===== src/rtl/cha_pkg.sv =====
package cha_pkg;

    typedef enum logic [2:0] {
        ST_ACTIVE = 3'd0,
        ST_KILL   = 3'd1,
        ST_ROUTE  = 3'd2,
        ST_LOAD   = 3'd3,
        ST_SPARE  = 3'd4,
        ST_DEAD   = 3'd5
    } heal_state_e;

    localparam int TMR_COPIES = 3;

endpackage


===== src/rtl/tmr_in_reg.sv =====
module tmr_in_reg #(
    parameter int W = 4
) (
    input  logic         clk,
    input  logic         rst_n,
    input  logic [W-1:0] d,
    input  logic         upset_en,
    input  logic [1:0]   upset_copy,
    input  logic [W-1:0] upset_mask,
    output logic [W-1:0] q
);
    import cha_pkg::*;

    logic [TMR_COPIES-1:0][W-1:0] cp;

    // every edge rewrites all copies, which scrubs any disagreement
    always_ff @(posedge clk or negedge rst_n) begin
        if (!rst_n) begin
            cp <= '0;
        end else begin
            for (int k = 0; k < TMR_COPIES; k++) begin
                cp[k] <= d ^ ((upset_en && (upset_copy == 2'(k))) ? upset_mask : '0);
            end
        end
    end

    assign q = (cp[0] & cp[1]) | (cp[0] & cp[2]) | (cp[1] & cp[2]);

endmodule


===== src/rtl/fn_unit_sc.sv =====
module fn_unit_sc #(
    parameter int TBL_W   = 64,
    parameter int PERSIST = 2,
    localparam int IDX_W  = $clog2(TBL_W),
    localparam int CNT_W  = $clog2(PERSIST + 1)
) (
    input  logic             clk,
    input  logic             rst_n,
    input  logic [TBL_W-1:0] tbl,
    input  logic [IDX_W-1:0] idx,
    input  logic             break_en,
    input  logic             monitor,
    output logic             res,
    output logic             mismatch,
    output logic             trip,
    output logic             fault_flag
);
    logic             shadow;
    logic [CNT_W-1:0] run_cnt;

    // primary path: direct bit select (fault injection flips it)
    assign res = tbl[idx] ^ break_en;

    // shadow path: one-hot mask and reduction, built differently
    assign shadow   = |(tbl & (TBL_W'(1) << idx));
    assign mismatch = res ^ shadow;
    assign trip     = monitor && mismatch && (run_cnt == CNT_W'(PERSIST - 1));

    always_ff @(posedge clk or negedge rst_n) begin
        if (!rst_n) begin
            run_cnt <= '0;
        end else if (!monitor || !mismatch) begin
            run_cnt <= '0;
        end else if (run_cnt != CNT_W'(PERSIST - 1)) begin
            run_cnt <= run_cnt + CNT_W'(1);
        end
    end

    always_ff @(posedge clk or negedge rst_n) begin
        if (!rst_n) begin
            fault_flag <= 1'b0;
        end else if (trip) begin
            fault_flag <= 1'b1;
        end
    end

endmodule


===== src/rtl/heal_fsm.sv =====
module heal_fsm (
    input  logic clk,
    input  logic rst_n,
    input  logic act_trip,
    input  logic spare_trip,
    output logic healing,
    output logic route_en,
    output logic code_load,
    output logic out_gate,
    output logic act_mon,
    output logic spare_mon,
    output logic use_spare,
    output logic dead
);
    import cha_pkg::*;

    heal_state_e state_q, state_d;

    always_ff @(posedge clk or negedge rst_n) begin
        if (!rst_n) begin
            state_q <= ST_ACTIVE;
        end else begin
            state_q <= state_d;
        end
    end

    always_comb begin
        state_d = state_q;
        unique case (state_q)
            ST_ACTIVE: if (act_trip)   state_d = ST_KILL;
            ST_KILL:                   state_d = ST_ROUTE;
            ST_ROUTE:                  state_d = ST_LOAD;
            ST_LOAD:                   state_d = ST_SPARE;
            ST_SPARE:  if (spare_trip) state_d = ST_DEAD;
            ST_DEAD:                   state_d = ST_DEAD;
            default:                   state_d = ST_DEAD;
        endcase
    end

    always_comb begin
        healing   = 1'b0;
        route_en  = 1'b0;
        code_load = 1'b0;
        out_gate  = 1'b0;
        act_mon   = 1'b0;
        spare_mon = 1'b0;
        use_spare = 1'b0;
        dead      = 1'b0;
        unique case (state_q)
            ST_ACTIVE: begin
                out_gate = 1'b1;
                act_mon  = 1'b1;
            end
            ST_KILL: begin
                healing = 1'b1;
            end
            ST_ROUTE: begin
                healing   = 1'b1;
                route_en  = 1'b1;
                code_load = 1'b1;
            end
            ST_LOAD: begin
                healing   = 1'b1;
                route_en  = 1'b1;
                use_spare = 1'b1;
            end
            ST_SPARE: begin
                route_en  = 1'b1;
                use_spare = 1'b1;
                out_gate  = 1'b1;
                spare_mon = 1'b1;
            end
            ST_DEAD: begin
                dead = 1'b1;
            end
            default: begin
                dead = 1'b1;
            end
        endcase
    end

endmodule


===== src/rtl/cell_pair.sv =====
module cell_pair #(
    parameter int NUM_IN     = 4,
    parameter int PAGE_SEL_W = 2,
    parameter int PERSIST    = 2,
    localparam int LUT_W     = 2 ** NUM_IN,
    localparam int TBL_W     = LUT_W * (2 ** PAGE_SEL_W),
    localparam int CFG_W     = TBL_W + PAGE_SEL_W
) (
    input  logic              clk,
    input  logic              rst_n,
    input  logic [NUM_IN-1:0] din,
    input  logic              we_act,
    input  logic              we_spare,
    input  logic [CFG_W-1:0]  wdata,
    input  logic              seu_en,
    input  logic [1:0]        seu_copy,
    input  logic [NUM_IN-1:0] seu_mask,
    input  logic              perm_act,
    input  logic              perm_spare,
    output logic              dout,
    output logic              healing,
    output logic              act_fault,
    output logic              spare_fault,
    output logic              unrecov
);
    logic [CFG_W-1:0]  act_mem, spare_mem, spare_code_q;
    logic [NUM_IN-1:0] act_in, spare_in, spare_d;
    logic act_res, act_mis, act_trip;
    logic spare_res, spare_mis, spare_trip;
    logic route_en, code_load, out_gate, act_mon, spare_mon, use_spare;
    logic out_q;

    always_ff @(posedge clk or negedge rst_n) begin
        if (!rst_n) begin
            act_mem      <= '0;
            spare_mem    <= '0;
            spare_code_q <= '0;
        end else begin
            if (we_act)    act_mem   <= wdata;
            if (we_spare)  spare_mem <= wdata;
            if (code_load) spare_code_q <= spare_mem;
        end
    end

    assign spare_d = route_en ? din : '0;

    tmr_in_reg #(.W(NUM_IN)) u_act_in (
        .clk(clk), .rst_n(rst_n), .d(din),
        .upset_en(seu_en), .upset_copy(seu_copy), .upset_mask(seu_mask),
        .q(act_in)
    );

    tmr_in_reg #(.W(NUM_IN)) u_spare_in (
        .clk(clk), .rst_n(rst_n), .d(spare_d),
        .upset_en(seu_en), .upset_copy(seu_copy), .upset_mask(seu_mask),
        .q(spare_in)
    );

    fn_unit_sc #(.TBL_W(TBL_W), .PERSIST(PERSIST)) u_act_fn (
        .clk(clk), .rst_n(rst_n),
        .tbl(act_mem[TBL_W-1:0]),
        .idx({act_mem[CFG_W-1:TBL_W], act_in}),
        .break_en(perm_act), .monitor(act_mon),
        .res(act_res), .mismatch(act_mis), .trip(act_trip),
        .fault_flag(act_fault)
    );

    fn_unit_sc #(.TBL_W(TBL_W), .PERSIST(PERSIST)) u_spare_fn (
        .clk(clk), .rst_n(rst_n),
        .tbl(spare_code_q[TBL_W-1:0]),
        .idx({spare_code_q[CFG_W-1:TBL_W], spare_in}),
        .break_en(perm_spare), .monitor(spare_mon),
        .res(spare_res), .mismatch(spare_mis), .trip(spare_trip),
        .fault_flag(spare_fault)
    );

    heal_fsm u_fsm (
        .clk(clk), .rst_n(rst_n),
        .act_trip(act_trip), .spare_trip(spare_trip),
        .healing(healing), .route_en(route_en), .code_load(code_load),
        .out_gate(out_gate), .act_mon(act_mon), .spare_mon(spare_mon),
        .use_spare(use_spare), .dead(unrecov)
    );

    // output register keeps its value whenever the selected unit disagrees
    always_ff @(posedge clk or negedge rst_n) begin
        if (!rst_n) begin
            out_q <= 1'b0;
        end else if (use_spare) begin
            if (!spare_mis) out_q <= spare_res;
        end else if (act_mon) begin
            if (!act_mis) out_q <= act_res;
        end
    end

    assign dout = out_q & out_gate;

endmodule


===== src/rtl/cell_heal_array.sv =====
module cell_heal_array #(
    parameter int NUM_CELLS  = 4,
    parameter int NUM_IN     = 4,
    parameter int PAGE_SEL_W = 2,
    parameter int PERSIST    = 2,
    localparam int CELL_W    = $clog2(NUM_CELLS),
    localparam int CFG_W     = (2 ** NUM_IN) * (2 ** PAGE_SEL_W) + PAGE_SEL_W
) (
    input  logic                        clk,
    input  logic                        rst_n,
    input  logic [NUM_CELLS*NUM_IN-1:0] cell_in,
    input  logic                        cfg_we,
    input  logic [CELL_W-1:0]           cfg_cell,
    input  logic                        cfg_spare,
    input  logic [CFG_W-1:0]            cfg_data,
    input  logic [NUM_CELLS-1:0]        seu_en,
    input  logic [1:0]                  seu_copy,
    input  logic [NUM_IN-1:0]           seu_mask,
    input  logic [NUM_CELLS-1:0]        perm_act,
    input  logic [NUM_CELLS-1:0]        perm_spare,
    output logic [NUM_CELLS-1:0]        cell_out,
    output logic [NUM_CELLS-1:0]        healing,
    output logic [NUM_CELLS-1:0]        act_fault,
    output logic [NUM_CELLS-1:0]        spare_fault,
    output logic [NUM_CELLS-1:0]        unrecov
);
    for (genvar c = 0; c < NUM_CELLS; c++) begin : g_cell
        logic hit;
        assign hit = cfg_we && (cfg_cell == CELL_W'(c));

        cell_pair #(
            .NUM_IN(NUM_IN), .PAGE_SEL_W(PAGE_SEL_W), .PERSIST(PERSIST)
        ) u_pair (
            .clk(clk), .rst_n(rst_n),
            .din(cell_in[c*NUM_IN +: NUM_IN]),
            .we_act(hit && !cfg_spare), .we_spare(hit && cfg_spare),
            .wdata(cfg_data),
            .seu_en(seu_en[c]), .seu_copy(seu_copy), .seu_mask(seu_mask),
            .perm_act(perm_act[c]), .perm_spare(perm_spare[c]),
            .dout(cell_out[c]), .healing(healing[c]),
            .act_fault(act_fault[c]), .spare_fault(spare_fault[c]),
            .unrecov(unrecov[c])
        );
    end

endmodule


===== config.mk =====
export PLATFORM = sky130hd
export DESIGN_NAME = cell_heal_array
export DESIGN_NICKNAME = d
export VERILOG_FILES = /design/src/rtl/cha_pkg.sv /design/src/rtl/tmr_in_reg.sv /design/src/rtl/fn_unit_sc.sv /design/src/rtl/heal_fsm.sv /design/src/rtl/cell_pair.sv /design/src/rtl/cell_heal_array.sv
export SDC_FILE = /design/constraint.sdc
export NUM_CORES = 1
export LEC_CHECK = 0
export BUFFER_PORTS_ARGS = -buffer_cell sky130_fd_sc_hd__buf_4
export CORE_MARGIN = 10
export CORE_UTILIZATION = 55
export DETAILED_ROUTE_END_ITERATION = 12
export PLACE_DENSITY = 0.77
export RECOVER_POWER = 100
export SLEW_MARGIN = 40
export SYNTH_ARGS = -nofsm -noshare
export SYNTH_HDL_FRONTEND = slang
export SYNTH_HIERARCHICAL = 1
export SYNTH_SLANG_ARGS = --single-unit
export TNS_END_PERCENT = 20

===== constraint.sdc =====
create_clock -name clk -period 3.4 [get_ports clk]
set_input_delay 0.51 -clock clk [delete_from_list [all_inputs] [get_ports clk]]
set_output_delay 0.51 -clock clk [all_outputs]
set_load 0.02 [all_outputs]

==> qor.yml, run 1 <==
placed_design:
  place_congestion: 0.9475
  pre_cts_slack_ns: 0.5349
  port_buffers: 125
  place_hpwl_um: 81550
logic_synthesis:
  yosysWarnings: 6
  netlist_instances: 3132
  synth_compound_area_share_pct: 4.846
  synth_top_area_share_pct: 52.05
  syn_nets: 3246
  synth_top_family_by_area: "multiplexers"
  synth_adder_area_share_pct: 0.9422
  synthesis.area_um2: 44620
  synth_xor_area_share_pct: 2.277
  synth_top_cell_by_area: "dfrtp_1"
  synth_edf_count: 0
  yosys-top-cells-area: "dfrtp_1 52%, mux2_4 16%, mux2_2 7.9%"
  synth_async_sr_flop_share_pct: 100.0
  post_synth.cell_area_avg_um2: 14.25
  ys_seq_elements: 928
  yosysSeqAreaShare_pct: 52.05
  ys.flop_type: "dfrtp_1"
  yosysUniqueCellTypes: 59
  synth_mux_area_share_pct: 28.36
  synthSimpleGateAreaFrac_pct: 7.597
sta:
  hold_viol: 0
  worst_slew_pin_slew_ns: 2.065
  timing.fmax_ghz: 0.3270
  drv_slew: 388
  min_period_over_period_pct: 89.95
  skew_ns: 0.02086
  holdWs_ns: 0.07755
  setup_viol: 0
  setup_tns_ns: 0
  rsz0062_at_grt: "false"
  period_minus_slack_ns: 3.058
  layout_setup_ws_ns: 0.3417
  relSlewSlack_pct: -37.67
critical_path:
  startpoint_type: "flop"
  slowest_delay_ns: 0.57
  path_max_fanout: 6
  reg2reg_depth: 9
  r2r_start: "g_cell[0].u_pair/u_spare_in/cp[0]"
  end_kind: "flop"
  critPathRequiredTime_ns: 3.96
  cpMostUsedCell: "mux2i_1"
  crit_slowest_cell: "mux2i_1"
  arrival_ns: 3.62
  r2r_setup_slack_ns: 0.34
  crit_path_cell_trace: "maj3_1, mux2i_1, o32a_1, o2bb2ai_1, a221o_1, o22ai_2, xnor2_1, mux2i_1, mux2i_1"
  critPathKind: "reg2reg"
  r2r-end: "g_cell[0].u_pair/out_q"
power:
  p_leak_nw: 20.69
  vdd_drop_max_mv: 0.4056
  power_density_nw_per_um2: 755.2
floorplan:
  dieHeight_um: 304.8
  start_util_pct: 55.48
  rows: 104
  fp.coreArea_um2: 80420
  ios: 126
  die_w_um: 304.8
  die-area_um2: 92920
route:
  num_vias: 27220
  ant_nets: 0
  drt_iter0_drc: 2541
  drt-total-wl_um: 122900
  viasPerCell: 6.223
  drc: 0
  dr.pass1.iters: 5
  wire_per_inst_um: 28.09
run_status:
  outcome: "finished, violations left"
  violations: "max-capacitance violations, max-slew violations"
clock_network:
  cts-root-buf: "clkbuf_16"
  clock_sinks: 928
  cts_buffer_depth: 3
  clk_pin_slew_ns: 0.06
  h-tree-depth: 3
  clk_latency_ns: 0.65
  numCtsBuffers: 96
  cts_tree: "yes"
grt:
  first_global_vias: 28100
  grt_overflow_total: 0
  grt_max_degree: 129
  antenna_found_initial: 28
  track_usage_pct: 26.11
  grt_pass1_wl_um: 186000
layout:
  seq_area_um2: 23220
  fill_cells: 6497
  syn2layout_area_growth_pct: 6.901
  drive_gt1_share_pct: 23.70
  fin_nets: 3333
  multi_input_area_um2: 17990
job:
  maxCapViolations: 8
min_path:
  hold_depth: 2
  hold_path.class: "in2reg"
  min_from: "cell_in[2]"
  min_to: "g_cell[0].u_pair/u_act_in/cp[2]"
[timing repair]
item                                   CTS  global route
hold buffers                             1             0
buffers inserted                         0             0
resized for setup                        0             0
endpoints found under the hold margin   46             0
[worst max-delay path by stage]
stage,depth (start not counted),startpoint,to,slack [ns]
after floorplan,10,g_cell[0].u_pair/u_spare_in/cp[9],g_cell[0].u_pair/out_q,1.17
after global placement,10,g_cell[3].u_pair/u_spare_in/cp[11],g_cell[3].u_pair/out_q,0.42
after detailed placement,10,g_cell[0].u_pair/u_spare_in/cp[11],g_cell[0].u_pair/out_q,0.53
after CTS,10,g_cell[0].u_pair/u_spare_in/cp[11],g_cell[0].u_pair/out_q,0.46
after global routing,3,rst_n,g_cell[2].u_pair/u_spare_in/cp[9],0.15
final,9,g_cell[0].u_pair/u_spare_in/cp[0],g_cell[0].u_pair/out_q,0.34
[area by class of cell]
type,instances,area share (%)
Sequential cell,928,48.69
Multi-Input combinational cell,1932,37.71
Timing Repair Buffer,213,3.303
Antenna cell,18,0.09443
Clock buffer,143,6.133
Tap cell,1060,2.781
Clock inverter,32,0.9155
Inverter,48,0.3777
[synth_stat cells (16+ instances only)]
master / count
a211o_1: 16
a211oi_1: 24
a21oi_1: 16
a22oi_1: 16
a31oi_1: 24
a32oi_1: 24
and2_1: 20
and4bb_2: 35
buf_2: 124
buf_4: 16
buf_6: 68
dfrtp_1: 928
inv_1: 48
maj3_1: 32
mux2_2: 312
mux2_4: 488
mux2i_1: 172
nand2_1: 60
nand2b_1: 32
nand3_1: 40
nand3b_1: 40
nand4_1: 32
nand4b_1: 64
nor2_1: 80
nor2b_1: 28
nor3b_1: 16
nor4_1: 16
o21ai_0: 24
o2bb2ai_1: 16
o32ai_1: 16
or2_2: 16
or3_1: 16
xnor2_1: 76
xor2_1: 40
[cell usage in the layout (no fill, tap or decap), types with 14 or more instances in the layout]
master	n
clkbuf_2	14
a31oi_1	24
mux2_4	46
xor2_1	40
nor3b_1	16
nand4_1	32
nand3_1	40
clkbuf_8	24
xnor2_1	76
o21ai_0	24
o2bb2ai_1	16
nor4_1	16
clkinv_2	14
mux2_1	453
a211o_1	16
nor2b_1	28
a32oi_1	24
and2_0	19
nand3b_1	40
or3_1	16
clkbuf_16	101
nor2_1	78
mux2i_1	172
a22oi_1	16
inv_1	48
buf_4	146
or2_2	16
clkbuf_1	53
nand2_1	60
a211oi_1	24
o32ai_1	16
maj3_1	22
mux2_2	309
nand2b_1	32
diode_2	18
and4bb_2	32
dfrtp_1	928
nand4b_1	64
a21oi_1	16
[logic make-up (layout without fill, tap and decap cells)]
logic type	after synthesis	after routing
mux	980	980
flops	928	928
simple gates	524	524
compound gates	272	272
buf+inv	272	436
xor+xnor	116	116
fa+ha+maj	40	40
other cells	0	18
[critical path, delay by kind of cell (launching register included)]
kind	cells	cell delay [ns]
multiplexers	3	0.87
adder cells (fa/ha/maj)	1	0.53
XOR/XNOR	1	0.17
AO/OA/AOI/OAI	4	1.03
flip-flops	1	0.37
[routing by layer]
| layer | global-route usage [%] | routed length (µm) | up-vias |
|---|---|---|---|
| met4 | 8.906 | 3941 | 0 |
| li1 | - | - | 11600 |
| met3 | 4.350 | 9132 | 200 |
| met5 | 0 | 0 | - |
| met2 | 40.18 | 56320 | 986 |
| met1 | 37.09 | 53480 | 14430 |
[per-stage QoR]
step	power (mW)	util [%]	cells	area [µm²]
6_report	36.02	59.31	4374	47700
5_1_grt	37.63	59.26	4356	47650
4_1_cts	37.57	61.85	4355	49740
3_5_place_dp	26.36	57.65	4179	46360
3_3_place_gp	25.92	57.64	4178	46350
2_1_floorplan	23.03	-	3132	44620
[flip-flops by register name, summed over array words and instances (netlist names)]
name and count:
g_cell.u_pair/act_mem 264, g_cell.u_pair/out_q 4, g_cell.u_pair/spare_code_q 264, g_cell.u_pair/spare_mem 264
g_cell.u_pair/u_act_fn/fault_flag 4, g_cell.u_pair/u_act_fn/run_cnt 8, g_cell.u_pair/u_act_in/cp 48, g_cell.u_pair/u_fsm/state_q 12
g_cell.u_pair/u_spare_fn/fault_flag 4, g_cell.u_pair/u_spare_fn/run_cnt 8, g_cell.u_pair/u_spare_in/cp 48
[power breakdown]
| part | leakage, nW | internal [mW] | switching (mW) |
|---|---|---|---|
| Sequential | 11.5 | 14.2 | 2.07 |
| Combinational | 7.55 | 4.02 | 4.67 |
| Clock | 1.66 | 6.70 | 4.40 |
Note: power is estimated with default switching activity, not from simulation.
==> inputs of run 2 (changes only) <==
Settings changed: SYNTH_HIERARCHICAL 1 to not set.
==> run 2 against run 1 <==
Effect of this change: the flow still finishes with violations (max-capacitance violations, max-slew violations); clock skew decreased by 0.0065 ns; non-clock buffer count decreased by 24; count of clock-buffer cells in the layout decreased by 11; area after synthesis decreased by 7.9%; setup slack got worse by 0.040 ns; core utilization increased by 2.9 points; total power increased by 0.12%; die area decreased by 7.4%; sequential power about the same; sequential share of layout area increased by 1.6 points; critical path type is now in2reg.
==> qor.yml, run 2 <==
run_status:
  outcome: "finished, violations left"
  violations: "max-capacitance violations, max-slew violations"
logic_synthesis:
  synth.most_common_cell: "dfrtp_1"
  synthTopCellsByCount: "928 x dfrtp_1, 802 x mux2_2, 167 x nand2_1"
  synth_top_area_share_pct: 56.53
  synth_edf_count: 0
  yosys-top-cells-area: "dfrtp_1 57%, mux2_2 22%, mux2i_1 1.6%"
  ys.flop_type: "dfrtp_1"
  synth_async_sr_flop_share_pct: 100.0
  ys_seq_elements: 928
  yosysSeqAreaShare_pct: 56.53
  yosysWarnings: 0
  yosysUniqueCellTypes: 77
  post_synth.cell_area_avg_um2: 13.08
  synthesis.area_um2: 41080
  syn_nets: 3254
  netlist_instances: 3140
  synth_top_cell_by_area: "dfrtp_1"
sta:
  min_period_over_period_pct: 91.13
  skew_ns: 0.01434
  holdWs_ns: 0.06999
  relSlewSlack_pct: -76.41
  hold_viol: 0
  setup_viol: 0
  rsz0062_at_grt: "false"
  timing.fmax_ghz: 0.3228
  setup_tns_ns: 0
  period_minus_slack_ns: 3.098
  drv_slew: 826
  worst_slew_pin_slew_ns: 2.646
route:
  ant_nets: 0
  viasPerCell: 6.421
  drt-total-wl_um: 123700
  drt_iter0_drc: 3099
  dr.pass1.iters: 5
  num_vias: 27510
  wire_per_inst_um: 28.88
  drc: 0
critical_path:
  reg2reg_depth: 8
  cpMostUsedCell: "clkbuf_1"
  end_kind: "flop"
  critPathKind: "in2reg"
  startpoint_type: "input port"
  crit_path_cell_trace: "clkbuf_1, nor3_1, clkbuf_1, mux2_2"
  crit_start: "cfg_cell[0]"
  path_max_fanout: 32
  crit_slowest_cell: "clkbuf_1"
  slowest_delay_ns: 1.51
  r2r_start: "g_cell[0].u_pair.u_act_in.cp[10]"
  crit_end: "g_cell[0].u_pair.spare_mem[9]"
  r2r_setup_slack_ns: 0.42
  arrival_ns: 3.62
  r2r-end: "g_cell[0].u_pair.out_q"
  critPathRequiredTime_ns: 3.92
clock_network:
  postCtsSetupRepairBufs: 0
  numCtsBuffers: 93
  cts-root-buf: "clkbuf_16"
  h-tree-depth: 3
  clk_pin_slew_ns: 0.06
  clk_latency_ns: 0.65
  cts_tree: "yes"
  clock_sinks: 928
  cts_resized: 0
  cts-hold-fix-buffers: 1
  cts_buffer_depth: 3
min_path:
  min_from: "cell_in[4]"
  hold_path.class: "in2reg"
grt:
  track_usage_pct: 28.52
  grt_pass1_wl_um: 182600
  grt_overflow_total: 0
  grt_max_degree: 95
  use_met1_pct: 36.66
  first_global_vias: 28090
  antenna_found_initial: 41
  grt.met2_usage_pct: 44.00
  gr-usage-met3_pct: 6.800
  top_usage_layer: "met2"
layout:
  top_regs: "g_cell.u_pair.act_mem x264, g_cell.u_pair.spare_code_q x264, g_cell.u_pair.spare_mem x264"
  mostFrequentLayoutCells: "926 x dfrtp_1, 800 x mux2_2, 167 x nand2_1"
  seq_area_um2: 23220
  fill_cells: 5574
  drive_gt1_share_pct: 35.42
  fin_nets: 3341
  syn2layout_area_growth_pct: 12.34
  multi_input_area_um2: 16970
  layout_commonest_cell: "dfrtp_1"
floorplan:
  dieHeight_um: 293.3
  rows: 100
  ios: 126
  die-area_um2: 86030
  fp.coreArea_um2: 74200
  die_w_um: 293.3
  start_util_pct: 55.37
placed_design:
  place_hpwl_um: 77250
  place_congestion: 0.9357
  port_buffers: 125
job:
  maxCapViolations: 15
power:
  power_density_nw_per_um2: 781.4
  finalPower_mw: 36.07
  p_leak_nw: 19.89
  vdd_drop_max_mv: 0.5344
==> run 2: cell families (layout without fill, tap and decap cells) <==
| kind of cell | count (synthesis) | in the layout | synth area share, % |
|---|---|---|---|
| flops | 928 | 928 | 56.53 |
| simple gates | 564 | 564 | 6.898 |
| other cells | 0 | 12 | 0 |
| mux | 879 | 879 | 24.22 |
| compound gates | 412 | 412 | 6.828 |
| buf+inv | 214 | 377 | 2.284 |
| fa+ha+maj | 35 | 35 | 0.9380 |
| xor+xnor | 108 | 108 | 2.302 |
==> run 2: routing by layer <==
| metal | part of all wire (%) | routed length [µm] | up-vias |
|---|---|---|---|
| met5 | 0.0073 | 9 | - |
| met4 | 6.3 | 7781 | 2 |
| met3 | 9.1 | 11290 | 330 |
| met2 | 46 | 56590 | 1261 |
| met1 | 39 | 48050 | 14290 |
| li1 | - | - | 11620 |
==> run 2: cell type report <==
cell class	instances	area share (%)
Sequential cell	928	50.32
Clock inverter	39	1.055
Timing Repair Buffer	189	3.017
Inverter	17	0.1383
Clock buffer	132	6.018
Antenna cell	12	0.06506
Multi-Input combinational cell	1998	36.76
Tap cell	969	2.627
==> run 2: worst min-delay path by stage <==
| stage | slack [ns] | cells past startpoint | to |
|---|---|---|---|
| floorplan | 0.21 | 0 | g_cell[0].u_pair.act_mem[0] |
| global placement | 0.45 | 1 | g_cell[2].u_pair.u_act_fn.fault_flag |
| detailed placement | 0.46 | 1 | g_cell[1].u_pair.u_act_fn.fault_flag |
| CTS | 0.05 | 2 | g_cell[1].u_pair.u_act_in.cp[0] |
| global route | 0.05 | 2 | g_cell[1].u_pair.u_act_in.cp[2] |
| finish | 0.07 | 2 | g_cell[1].u_pair.u_act_in.cp[0] |
==> run 2: critical path, delay by kind of cell <==
kind	cells	cell delay [ns]
mux	1	0.46
buf+inv	2	1.67
simple gates	1	0.95
==> run 2: metrics by stage <==
step / util [%] / setup WS, ns / cells / area (µm²)
global placement: 58.06 / 0.5650 / 4100 / 43080
global route: 62.16 / 0.2277 / 4272 / 46120
finish: 62.20 / 0.3017 / 4284 / 46150
floorplan: - / 1.102 / 3140 / 41080
detailed placement: 58.07 / 0.5888 / 4100 / 43090
CTS: 62.49 / 0.5894 / 4272 / 46360
==> run 2: where the power goes <==
part / internal, mW / switching (mW)
registers: 14.3 / 2.22
clock network: 6.45 / 4.40
logic: 4.14 / 4.61
